===== config.mk =====
export PLATFORM = sky130hd
export DESIGN_NAME = cfg_access_port
export DESIGN_NICKNAME = d
export VERILOG_FILES = /design/src/rtl/cfgp_pkg.sv /design/src/rtl/cfgp_bus_decode.sv /design/src/rtl/cfgp_slot.sv /design/src/rtl/cfgp_pick.sv /design/src/rtl/cfg_access_port.sv
export SDC_FILE = /design/constraint.sdc
export NUM_CORES = 1
export LEC_CHECK = 0
export BUFFER_PORTS_ARGS = -buffer_cell sky130_fd_sc_hd__buf_2
export CORE_ASPECT_RATIO = 0.75
export CORE_MARGIN = 5
export CORE_UTILIZATION = 55
export DETAILED_ROUTE_END_ITERATION = 10
export GPL_ROUTABILITY_DRIVEN = 0
export PLACE_DENSITY_LB_ADDON = 0.15
export RECOVER_POWER = 50
export REMOVE_ABC_BUFFERS = 1
export SYNTH_ARGS = -nofsm -noshare
export SYNTH_HDL_FRONTEND = slang
export SYNTH_SLANG_ARGS = --single-unit

===== constraint.sdc =====
create_clock -name clk -period 4.5 [get_ports clk]
set_input_delay 0.9 -clock clk [delete_from_list [all_inputs] [get_ports clk]]
set_output_delay 0.9 -clock clk [all_outputs]
set_load 0.005 [all_outputs]

===== src/rtl/cfgp_pkg.sv =====
package cfgp_pkg;
  localparam int          WORD_W     = 32;
  localparam int          IDX_W      = 6;   // dword index field width
  localparam int          BAR_FIRST  = 4;   // index of first base register (offset 0x10)
  localparam int          BAR_SLOTS  = 6;   // base registers at indices 4..9
  localparam logic [31:0] ALL_ONES   = 32'hFFFF_FFFF;
  localparam logic [31:0] FOUND_WORD = 32'h8000_0000;

  typedef struct packed {
    logic        hit;
    logic [31:0] word;
  } look_t;

  function automatic logic [31:0] merge_lanes(input logic [31:0] old_w,
                                              input logic [31:0] new_w,
                                              input logic [3:0]  be);
    logic [31:0] r;
    for (int i = 0; i < 4; i++)
      r[i*8 +: 8] = be[i] ? new_w[i*8 +: 8] : old_w[i*8 +: 8];
    return r;
  endfunction

  function automatic logic [31:0] lane_mask(input logic [3:0] be);
    logic [31:0] m;
    for (int i = 0; i < 4; i++)
      m[i*8 +: 8] = {8{be[i]}};
    return m;
  endfunction

  function automatic logic [31:0] bar_fold(input logic [31:0] v,
                                           input logic [31:0] size,
                                           input logic [1:0]  typ);
    return (v & ~(size - 32'd1) & ~32'd3) | {30'd0, typ};
  endfunction
endpackage


===== src/rtl/cfgp_bus_decode.sv =====
module cfgp_bus_decode #(
  parameter int                ADDR_W     = 16,
  parameter logic [ADDR_W-1:0] APORT_BASE = 16'h0CF8,
  parameter logic [ADDR_W-1:0] DPORT_BASE = 16'h0CFC
) (
  input  logic [ADDR_W-1:2] io_waddr,
  input  logic [3:0]        io_be,
  input  logic              io_wr,
  input  logic              io_rd,
  output logic [3:0]        aport_we,
  output logic [3:0]        dport_we,
  output logic              aport_re,
  output logic              dport_re
);
  logic hit_a, hit_d;

  assign hit_a    = (io_waddr == APORT_BASE[ADDR_W-1:2]);
  assign hit_d    = (io_waddr == DPORT_BASE[ADDR_W-1:2]);
  assign aport_we = (io_wr && hit_a) ? io_be : 4'b0000;
  assign dport_we = (io_wr && hit_d) ? io_be : 4'b0000;
  assign aport_re = io_rd && hit_a;
  assign dport_re = io_rd && hit_d;
endmodule


===== src/rtl/cfgp_slot.sv =====
module cfgp_slot
  import cfgp_pkg::*;
#(
  parameter int                          IMG_DWORDS = 16,
  parameter int                          NUM_BARS   = 6,
  parameter logic [15:0]                 BDF        = 16'h0000,
  parameter logic [31:0]                 IDENT      = 32'h0,
  parameter logic [31:0]                 CLASSREV   = 32'h0,
  parameter logic [NUM_BARS-1:0][31:0]   SIZES      = '0,
  parameter logic [NUM_BARS-1:0][1:0]    TYPES      = '0
) (
  input  logic             clk,
  input  logic             rst,
  input  logic [15:0]      look_bdf,
  input  logic [IDX_W-1:0] look_idx,
  output look_t            look,
  input  logic [15:0]      cur_bdf,
  input  logic [IDX_W-1:0] cur_idx,
  input  logic             wr_go,
  input  logic [3:0]       wr_be,
  input  logic [31:0]      wr_data
);
  localparam int         AW  = $clog2(IMG_DWORDS);
  localparam logic [6:0] LIM = 7'(IMG_DWORDS);
  localparam int         BW  = 8;   // padded base-register table

  logic [31:0] img      [IMG_DWORDS];
  logic [31:0] init_img [IMG_DWORDS];

  // reset contents of each dword
  for (genvar g = 0; g < IMG_DWORDS; g++) begin : g_init
    if (g == 0) begin : g_ident
      assign init_img[g] = IDENT;
    end else if (g == 2) begin : g_class
      assign init_img[g] = CLASSREV;
    end else if (g >= BAR_FIRST && g < BAR_FIRST + NUM_BARS) begin : g_bar
      assign init_img[g] = (SIZES[g-BAR_FIRST] != 32'd0) ? {30'd0, TYPES[g-BAR_FIRST]} : 32'd0;
    end else begin : g_zero
      assign init_img[g] = 32'd0;
    end
  end

  // lookup read port
  logic look_in_img;
  assign look_in_img = ({1'b0, look_idx} < LIM);
  assign look.hit    = (look_bdf == BDF);
  assign look.word   = look_in_img ? img[look_idx[AW-1:0]] : ALL_ONES;

  // base register write path
  logic        cur_hit, bar_sel;
  logic [2:0]  bar_n;
  logic [31:0] merged, bar_next;
  logic [BW-1:0] bar_impl;
  logic [31:0]   bar_fold_v [BW];

  assign cur_hit = (cur_bdf == BDF);
  assign bar_sel = (cur_idx >= IDX_W'(BAR_FIRST)) && (cur_idx < IDX_W'(BAR_FIRST + BAR_SLOTS));
  assign bar_n   = 3'(cur_idx - IDX_W'(BAR_FIRST));
  assign merged  = merge_lanes(img[cur_idx[AW-1:0]], wr_data, wr_be);

  for (genvar b = 0; b < BW; b++) begin : g_bar_tab
    if (b < NUM_BARS) begin : g_real
      assign bar_impl[b]   = (SIZES[b] != 32'd0);
      assign bar_fold_v[b] = bar_fold(merged, SIZES[b], TYPES[b]);
    end else begin : g_none
      assign bar_impl[b]   = 1'b0;
      assign bar_fold_v[b] = 32'd0;
    end
  end

  assign bar_next = bar_impl[bar_n] ? bar_fold_v[bar_n] : 32'd0;

  always_ff @(posedge clk) begin
    if (rst) begin
      for (int i = 0; i < IMG_DWORDS; i++) img[i] <= init_img[i];
    end else if (wr_go && cur_hit && bar_sel) begin
      img[cur_idx[AW-1:0]] <= bar_next;
    end
  end
endmodule


===== src/rtl/cfgp_pick.sv =====
module cfgp_pick
  import cfgp_pkg::*;
#(
  parameter int NUM_SLOTS = 2
) (
  input  look_t [NUM_SLOTS-1:0] looks,
  output look_t                 pick
);
  always_comb begin
    pick = '{hit: 1'b0, word: ALL_ONES};
    for (int s = NUM_SLOTS - 1; s >= 0; s--) begin
      if (looks[s].hit) pick = looks[s];
    end
  end
endmodule


===== src/rtl/cfg_access_port.sv =====
module cfg_access_port
  import cfgp_pkg::*;
#(
  parameter int                                       NUM_SLOTS   = 2,
  parameter int                                       IMG_DWORDS  = 16,
  parameter int                                       NUM_BARS    = 6,
  parameter int                                       ADDR_W      = 16,
  parameter logic [ADDR_W-1:0]                        APORT_BASE  = 16'h0CF8,
  parameter logic [ADDR_W-1:0]                        DPORT_BASE  = 16'h0CFC,
  parameter logic [NUM_SLOTS-1:0][15:0]               SLOT_BDF    = {16'h0008, 16'h0000},
  parameter logic [NUM_SLOTS-1:0][31:0]               SLOT_IDENT  = {32'h1A2B_3C4D, 32'h5E6F_7081},
  parameter logic [NUM_SLOTS-1:0][31:0]               SLOT_CLASS  = {32'h0601_0000, 32'h0600_0001},
  parameter logic [NUM_SLOTS-1:0][NUM_BARS-1:0][31:0] SLOT_BAR_SZ = {{4{32'h0}}, 32'h0000_1000, 32'h0000_0100, {6{32'h0}}},
  parameter logic [NUM_SLOTS-1:0][NUM_BARS-1:0][1:0]  SLOT_BAR_TY = {8'h00, 2'b00, 2'b01, 12'h000}
) (
  input  logic              clk,
  input  logic              rst,
  input  logic [ADDR_W-1:2] io_waddr,
  input  logic [3:0]        io_be,
  input  logic              io_wr,
  input  logic              io_rd,
  input  logic [31:0]       io_wdata,
  output logic [31:0]       io_rdata
);
  logic [3:0]  aport_we, dport_we;
  logic        aport_re, dport_re;
  logic [23:2] addr_q, addr_nx;
  logic [31:0] rsp_q;
  logic        present_q;
  look_t [NUM_SLOTS-1:0] looks;
  look_t       pick;

  cfgp_bus_decode #(
    .ADDR_W(ADDR_W), .APORT_BASE(APORT_BASE), .DPORT_BASE(DPORT_BASE)
  ) u_dec (
    .io_waddr(io_waddr), .io_be(io_be), .io_wr(io_wr), .io_rd(io_rd),
    .aport_we(aport_we), .dport_we(dport_we),
    .aport_re(aport_re), .dport_re(dport_re)
  );

  // selector as it stands after this cycle's lane writes
  assign addr_nx[7:2]   = aport_we[0] ? io_wdata[7:2]   : addr_q[7:2];
  assign addr_nx[15:8]  = aport_we[1] ? io_wdata[15:8]  : addr_q[15:8];
  assign addr_nx[23:16] = aport_we[2] ? io_wdata[23:16] : addr_q[23:16];

  for (genvar s = 0; s < NUM_SLOTS; s++) begin : g_slot
    cfgp_slot #(
      .IMG_DWORDS(IMG_DWORDS), .NUM_BARS(NUM_BARS),
      .BDF(SLOT_BDF[s]), .IDENT(SLOT_IDENT[s]), .CLASSREV(SLOT_CLASS[s]),
      .SIZES(SLOT_BAR_SZ[s]), .TYPES(SLOT_BAR_TY[s])
    ) u_slot (
      .clk(clk), .rst(rst),
      .look_bdf(addr_nx[23:8]), .look_idx(addr_nx[7:2]), .look(looks[s]),
      .cur_bdf(addr_q[23:8]), .cur_idx(addr_q[7:2]),
      .wr_go(dport_we[3]), .wr_be(dport_we), .wr_data(io_wdata)
    );
  end

  cfgp_pick #(.NUM_SLOTS(NUM_SLOTS)) u_pick (.looks(looks), .pick(pick));

  always_ff @(posedge clk) begin
    if (rst) begin
      addr_q    <= '0;
      rsp_q     <= ALL_ONES;
      present_q <= 1'b0;
    end else begin
      addr_q <= addr_nx;
      if (aport_we[3]) begin
        present_q <= pick.hit;
        rsp_q     <= pick.hit ? pick.word : ALL_ONES;
      end
    end
  end

  always_comb begin
    if (aport_re)      io_rdata = (present_q ? FOUND_WORD : 32'd0) & lane_mask(io_be);
    else if (dport_re) io_rdata = rsp_q & lane_mask(io_be);
    else               io_rdata = 32'd0;
  end
endmodule


## After elaboration in Yosys (flattened, before gate mapping)

Memories as Yosys holds them, arrays and structs flattened. A register that Yosys moved wholly into a read port is not among the register bits.
Cells that the tools add are included.

| storage, ports and cells | value |
|---|---|
| bits in registers | 55 |
| latch bits | 0 |
| RAM bits | 1024 |
| memory bits (read-only) | 272 |
| bits of input ports | 54 |
| output and inout bits | 32 |
| memories kept | 5 |

Memory list:

| memory | words | bits a word | rd ports | clocked after Yosys merged registers in | wr ports | RTL line | text |
|---|---|---|---|---|---|---|---|
| g_slot[0].u_slot.img | 16 | 32 | 1 | 0 | 16 | cfgp_slot.sv:27 | `logic [31:0] img [IMG_DWORDS];` |
| g_slot[1].u_slot.img | 16 | 32 | 2 | 1 | 16 | cfgp_slot.sv:27 |  |
| (name not given) | 8 | 32 | 1 | 0 | 0 | cfgp_slot.sv:71 | `assign bar_next = bar_impl[bar_n] ? bar_fold_v[bar_n] : 32'd0;` |
| (name not given) | 8 | 1 | 1 | 0 | 0 | cfgp_slot.sv:71 |  |
| (name not given) | 8 | 1 | 1 | 0 | 0 | cfgp_slot.sv:71 |  |

| operators by class | value |
|---|---|
| $add $sub $neg | 1 |
| multipliers | 0 |
| div/mod/pow operators | 0 |
| order comparisons | 5 |
| equality and inequality tests | 4 |
| shift operators | 0 |
| mux-type cells | 40 |
| bitwise gates (word level) | 3 |
| reduce and logical (&&, ||, !) cells | 13 |

Operators by type and width:

| cell | number |
|---|---|
| $mux 32 | 14 |
| $bmux 32 s3 | 1 |
| $mux 33 | 2 |
| $and 32x32->32 | 2 |
| $reduce_or 32->1 | 2 |
| $mux 8 | 5 |
| $eq 16x4->1 const B | 2 |
| $logic_not 16->1 | 2 |
| $eq 14x10->1 const B | 2 |
| $mux 4 | 5 |
| $mux 1 | 12 |
| $logic_and 1x1->1 | 9 |
| $ge 6x3->1 const B | 1 |
| $lt 6x4->1 const B | 1 |
| $lt 6x5->1 const B | 1 |
| $mux 6 | 1 |
| $ge 4x4->1 const B | 1 |
| $lt 3x4->1 const B | 1 |
| $not 3->4 | 1 |
| $sub 3x3->3 const B | 1 |

## Depth between registers and ports, before layout

Gate-level depths: netlist of run 1.

| logic depth | value |
|---|---|
| depth in word-level cells | 10 |
| mapped depth | 13 |

## Cells and area by module

Synthesis of run 1 repeated with hierarchy kept, for this count alone.

| second synthesis, totals | value |
|---|---|
| cells, all modules | 1389 |
| area total of the unflattened synthesis | 22333.9 um2 |

Modules (own cells, without submodules):

| module | instances | cells an instance | area each (um2) |
|---|---|---|---|
| cfgp_slot (g_slot[1].u_slot) | 1 | 990 | 18479.0 |
| cfg_access_port | 1 | 257 | 2628.8 |
| cfgp_pick | 1 | 75 | 701.9 |
| cfgp_slot (g_slot[0].u_slot) | 1 | 45 | 349.1 |
| cfgp_bus_decode | 1 | 22 | 175.2 |

## Least setup slack after synthesis of run 1

Ideal clock, no wire load.

| timing path | value |
|---|---|
| kind | input to register |
| start | input port io_waddr[13] (netlist name) |
| end | memory g_slot[1].u_slot.img[6][0], enable pin |
| arrival time | 3.771 ns |
| setup slack | 0.316 ns |
| stages on the path | 8 |
| buffers on the path | 2 |
| cell sequence | nor4b_4 > and4_4 > buf_6 > buf_2 > nand4_2 > nor4_1 > nand3_1 > o21bai_1 |

RTL lines:

| what | RTL line | text |
|---|---|---|
| start, declared | cfg_access_port.sv:18 | `input logic [ADDR_W-1:2] io_waddr,` |
| end, declared | cfgp_slot.sv:27 |  |

## Worst setup path after layout of run 1

| timing path | value |
|---|---|
| start | input port io_waddr[13] (netlist name) |
| end | register rsp_q[31] |

| on the way | value |
|---|---|
| cells in the longest elaborated chain, start to end | 9 |

RTL lines:

| what | RTL line | text |
|---|---|---|
| $eq 14x10->1 * | cfgp_bus_decode.sv:17 | `assign hit_a = (io_waddr == APORT_BASE[ADDR_W-1:2]);` |
| $logic_and 1x1->1 * | cfgp_bus_decode.sv:19 | `assign aport_we = (io_wr && hit_a) ? io_be : 4'b0000;` |
| $mux 4 * | cfgp_bus_decode.sv:19 |  |
| $mux 6 | cfg_access_port.sv:42 | `assign addr_nx[7:2] = aport_we[0] ? io_wdata[7:2] : addr_q[7:2];` |
| $mem_v2 16x32 / $lt 6x5->1 (equally long branches) | -- |  |
| $mux 32 | cfgp_slot.sv:47 | `assign look.word = look_in_img ? img[look_idx[AW-1:0]] : ALL_ONES;` |
| $mux 33 (2 in a row) | cfgp_pick.sv:12 | `if (looks[s].hit) pick = looks[s];` |
| $mux 32 | cfg_access_port.sv:70 | `rsp_q <= pick.hit ? pick.word : ALL_ONES;` |
| end signal, assigned | cfg_access_port.sv:70 |  |
| end, declared | cfg_access_port.sv:28 | `logic [31:0] rsp_q;` |

Mark *: on every way between the ends. The rest lies on a longest branch, timed or not.
A chain may end at the register's enable or synchronous reset.

==> results.yml, run 1 <==
finish:
  final_cells: 2513
  final_core_util_pct: 65.5
  final_common_cell: "edfxtp_1"
  nets: 2028
  final_layout_size_suffix_gt1_share_pct: 14.8
  n_fill_cell: 2870
  layout_common_cells: "400 x edfxtp_1, 344 x conb_1, 289 x nand2_1, 86 x mux2i_1, 82 x buf_2"
  area_growth_pct: 17.6
power_and_ir_drop:
  ir_drop_mv: 0.293
  pwr_density_cell_nw_per_um2: 369
  power_leakage_nw: 9.03
synth:
  yosys_most_used_dff: "edfxtp_1"
  synth_edf_count: 400
  yosysWarnings: 0
  avgSynthCellArea_um2: 13.0
  netlist_area_um2: 20600
  yosysUniqueCellTypes: 69
  ys_seq_area_share_pct: 63.5
  ys_seq_elements: 454
  synthCells: 1581
  async_flop_share_pct: 0
sta:
  setup_viol: 0
  fin_tns_setup_ps: 0
  relSlewSlack_pct: -41.5
  rsz0062_at_grt: "no"
  post-route-period-util_pct: 87.5
  max_freq_ghz: 0.254
  worst_pin_slew_ps: 2120
  period_needed_ps: 3940
  finalClockSkew_ps: 17.8
  drv_slew: 241
  hold_ws_ps: 444
  hold_viol_final: 0
clock_tree:
  ctsHoldBuffers: 0
  cts_made_buffers: 45
  postCtsSetupRepairBufs: 0
  cts_tree: "done"
  clk_pin_slew_worst_paths_ps: 60
  cts_resized: 0
  clock_latency_ps: 550
  clockBufferDepth: 3
  cts_sinks: 454
  cts_root_buf: "clkbuf_16"
  cts-htree-levels: 2
place:
  portBuffers: 83
  hpwlAfterDp_um: 33100
  dp.cells: 2431
setup_path:
  worst_setup_path_end_kind: "register"
  critical_path_required_ps: 4930
  critPathMaxFanout: 12
  cp-start-kind: "primary input"
  crit_arrival_ps: 4370
  worstSetupPathType: "in2reg"
grt:
  grt_overflow: 0
  grt_pass1_vias: 13874
  grtUsageTotal_pct: 25.9
  grt_first_pass_wirelength_um: 81200
  antenna_found_initial: 2
  grt_max_degree: 154
detailed_routing:
  antenna_left: 0
  via_per_inst: 5.61
  post_drt_wl_per_cell_um: 21.3
  drc: 0
  dr.pass1.iters: 5
  drt_iter0_markers: 1444
  vias: 14101
  totalWireLength_um: 53400
die:
  io-pin-count: 86
  die-area_um2: 41500
  start_util_pct: 55.7
  num_rows: 61
  die_y_um: 178
  design.core.area_um2: 37000
  chipWidth_um: 234
min_path:
  hold_class: "reg2reg"
flow_run:
  drv_cap: 2
status:
  violations: "capacitance limit, slew limit"
  status: "finished with violations"
cell families (layout without fill, tap and decap cells):
group,count (synthesis),in the layout,synth area share [%]
buf+inv,145,230,3.25
flops,454,454,63.5
compound gates,272,272,9.34
other cells,2,345,0.0364
mux,152,152,11.1
simple gates,556,556,12.8
report_power, final:
part           internal, mW  switching (mW)
Sequential             4.90           0.106
Clock                  2.01            1.53
Combinational         0.152           0.246
critical path, cell delays in order:
cell	delay, ps
buf_2	90
nor4b_1	390
nand4_1	430
nor2_1	720
mux2_2	480
nand3_1	120
buf_4	270
a21oi_1	80
or4_1	560
a221o_1	310
stage by stage:
step | setup WS, ps | cell area (um2) | power [mW]
finish | 562 | 24200 | 8.94
global placement | 508 | 23000 | 5.46
detailed placement | 474 | 23000 | 5.48
global route | 444 | 24200 | 9.25
floorplan | -3330 | 21200 | 5.27
CTS | 794 | 24300 | 8.98
area by class of cell:
type	instances	area, um2	share of cell area (%)
flip-flops and latches	454	13100	54.0
multi-input cells	1324	8160	33.7
clock buffers	65	1230	5.08
repair buffers	147	1000	4.12
well taps	504	631	2.60
clock inverters	16	118	0.485
inverters	2	7.51	0.0310
diodes	1	2.50	0.0103
flip-flops by register name (all words and copies together) (netlist names):
signal,cells
g_slot.u_slot.img,403
rsp_q,28
present_q,1
addr_q,22
Yosys cell counts, drive strengths merged, types with 13 or more instances:
| library cell | count | share of area [%] |
|---|---|---|
| clkbuf | 78 | 1.4 |
| mux4 | 60 | 6.6 |
| mux2i | 87 | 4.2 |
| edfxtp | 400 | 58 |
| a311oi | 22 | 0.93 |
| nand2 | 291 | 5.3 |
| nor2 | 65 | 1.3 |
| o211ai | 20 | 0.73 |
| and3 | 76 | 2.3 |
| dfxtp | 54 | 5.2 |
| buf | 65 | 1.8 |
| a31oi | 21 | 0.64 |
| nor4 | 18 | 0.55 |
| a21oi | 71 | 1.7 |
| nand3 | 53 | 1.3 |
| o2bb2ai | 13 | 0.55 |
| a211oi | 59 | 2.3 |
| o21ai | 14 | 0.36 |
worst paths after layout:
check,startpoint,endpoint,slack (ps),depth (start not counted)
max,io_waddr[13],rsp_q[31],560,10
min,g_slot[0].u_slot.img[0][28],g_slot[0].u_slot.img[0][28],440,1
max reg2reg,addr_q[2],rsp_q[15],1120,8
min reg2reg,g_slot[0].u_slot.img[0][28],g_slot[0].u_slot.img[0][28],440,1
layer usage:
layer  share of wire (%)  routed length (um)  GRT usage [%]
met1                  41               21700           36.2
met2                  47               25300           41.6
met3                 9.1                4860           4.86
met4                 3.1                1640           8.27
met5                   0                   0              0
No activity file was read; power rests on OpenSTA's default activity.
==> run 2: changes to the inputs <==
CORE_ASPECT_RATIO = 0.7   (was 0.75)
==> run 2 against run 1 <==
Compared with the run above: the flow still finishes with violations (capacitance limit, slew limit); sequential power is essentially flat; utilization is 0.20 points higher; power increased by 1.1%; sequential cell count is the same; non-clock buffer count grew 3; setup slack better by 350 ps; final cell count is 0.64% lower; critical path type is now in2out; largest cell class unchanged; highest routed layer unchanged.
==> results.yml, run 2 (same netlist as run 1, synthesis figures left out) <==
clock_tree:
  cts_tree: "done"
  cts_made_buffers: 43
  ctsHoldBuffers: 0
  clk_pin_slew_worst_paths_ps: 60
  clock_latency_ps: 560
  clockBufferDepth: 3
  cts_sinks: 454
  cts-htree-levels: 2
  cts_root_buf: "clkbuf_16"
  cts_resized: 0
  postCtsSetupRepairBufs: 0
finish:
  final_common_cell: "edfxtp_1"
  final_layout_size_suffix_gt1_share_pct: 15.6
  final_core_util_pct: 65.7
  ff_latch_area_um2: 13100
  top_register: "g_slot.u_slot.img"
  n_fill_cell: 2803
  top_regs: "g_slot.u_slot.img x403, rsp_q x28, addr_q x22"
  multiInputGateArea_um2: 8200
  area_growth_pct: 18.1
  antenna_cells: 0
  largest_reg_flops: 403
  stdcell_area_um2: 24300
  nets: 2029
  layout_common_cells: "400 x edfxtp_1, 344 x conb_1, 289 x nand2_1, 86 x mux2i_1, 82 x buf_2"
sta:
  worst_pin_slew_ps: 1990
  period_needed_ps: 3590
  hold_ws_ps: 445
  setup_viol: 0
  hold_viol_final: 0
  drv_slew: 226
  finalClockSkew_ps: 15.8
  max_freq_ghz: 0.279
  post-route-period-util_pct: 79.7
  fin_ws_ps: 912
  relSlewSlack_pct: -32.8
  rsz0062_at_grt: "no"
grt:
  antenna_found_initial: 0
  grt_max_degree: 86
  grt_first_pass_wirelength_um: 81500
  grtUsageTotal_pct: 26.0
  grt_overflow: 0
  grt_pass1_vias: 14063
setup_path:
  crit_slowest_cell: "and4_4"
  critPathTopFamily: "simple AND/OR/NAND/NOR gates"
  critical_path_required_ps: 3600
  worst_setup_path_end_kind: "primary output"
  crit_arrival_ps: 2690
  worstSetupPathType: "in2out"
  crit_chain: "buf_2 > nor4b_4 > and4_4 > and3_1 > buf_4 > and3_1 > buf_2"
  cp_num_buf_inv: 3
  cp-start-kind: "primary input"
  critPathMaxFanout: 20
  critical-path-max-stage-delay_ps: 470
die:
  die-area_um2: 41500
  io-pin-count: 86
  chipWidth_um: 241
  num_rows: 59
  start_util_pct: 55.6
  design.core.area_um2: 37100
  die_y_um: 172
place:
  portBuffers: 83
  hpwlAfterDp_um: 34200
  place_area_um2: 23000
  place_ws_ps: 451
min_path:
  hold_class: "reg2reg"
flow_run:
  drv_cap: 3
detailed_routing:
  drt_iter0_markers: 1447
  totalWireLength_um: 53600
  dr.pass1.iters: 5
  drc: 0
  vias: 14201
  antenna_left: 0
  via_per_inst: 5.69
  post_drt_wl_per_cell_um: 21.5
power_and_ir_drop:
  ir_drop_mv: 0.333
  pwr_density_cell_nw_per_um2: 371
  power_leakage_nw: 9.09
status:
  status: "finished with violations"
  violations: "capacitance limit, slew limit"
==> run 2: routing by layer <==
layer	GRT usage (%)	wire length, um
met4	7.94	1560
met3	4.96	4850
met1	37.5	22400
met2	41.0	24800
met5	0	0
==> run 2: stage by stage <==
step | setup TNS [ps] | std cells | power [mW]
after floorplan | -101850 | 1780 | 5.27
after global placement | 0 | 2418 | 5.46
after detailed placement | 0 | 2418 | 5.49
after CTS | 0 | 2497 | 9.08
after global routing | 0 | 2497 | 9.36
final | 0 | 2497 | 9.04
==> run 2: final cells by class <==
class                   count  share of cell area (%)
inverters                   2                  0.0308
clock inverters            18                   0.683
well taps                 488                    2.51
multi-input cells        1324                    33.7
clock buffers              61                    5.08
flip-flops and latches    454                    53.8
repair buffers            150                    4.24
==> run 2: report_power, final <==
group / total (mW) / leakage [nW] / switching [mW] / internal, mW
clock network: 3.62 / 0.683 / 1.54 / 2.09
logic: 0.406 / 4.06 / 0.250 / 0.156
registers: 5.01 / 4.34 / 0.109 / 4.90
==> run 2: path summary, 6_finish.rpt <==
kind | start | end | slack (ps) | cells past startpoint
worst max-delay path | io_waddr[13] | io_rdata[26] | 910 | 7
worst min register to register | g_slot[1].u_slot.img[0][3] | g_slot[1].u_slot.img[0][3] | 450 | 1
worst min-delay path | g_slot[1].u_slot.img[0][3] | g_slot[1].u_slot.img[0][3] | 450 | 1
worst max register to register | addr_q[5] | rsp_q[25] | 1370 | 8
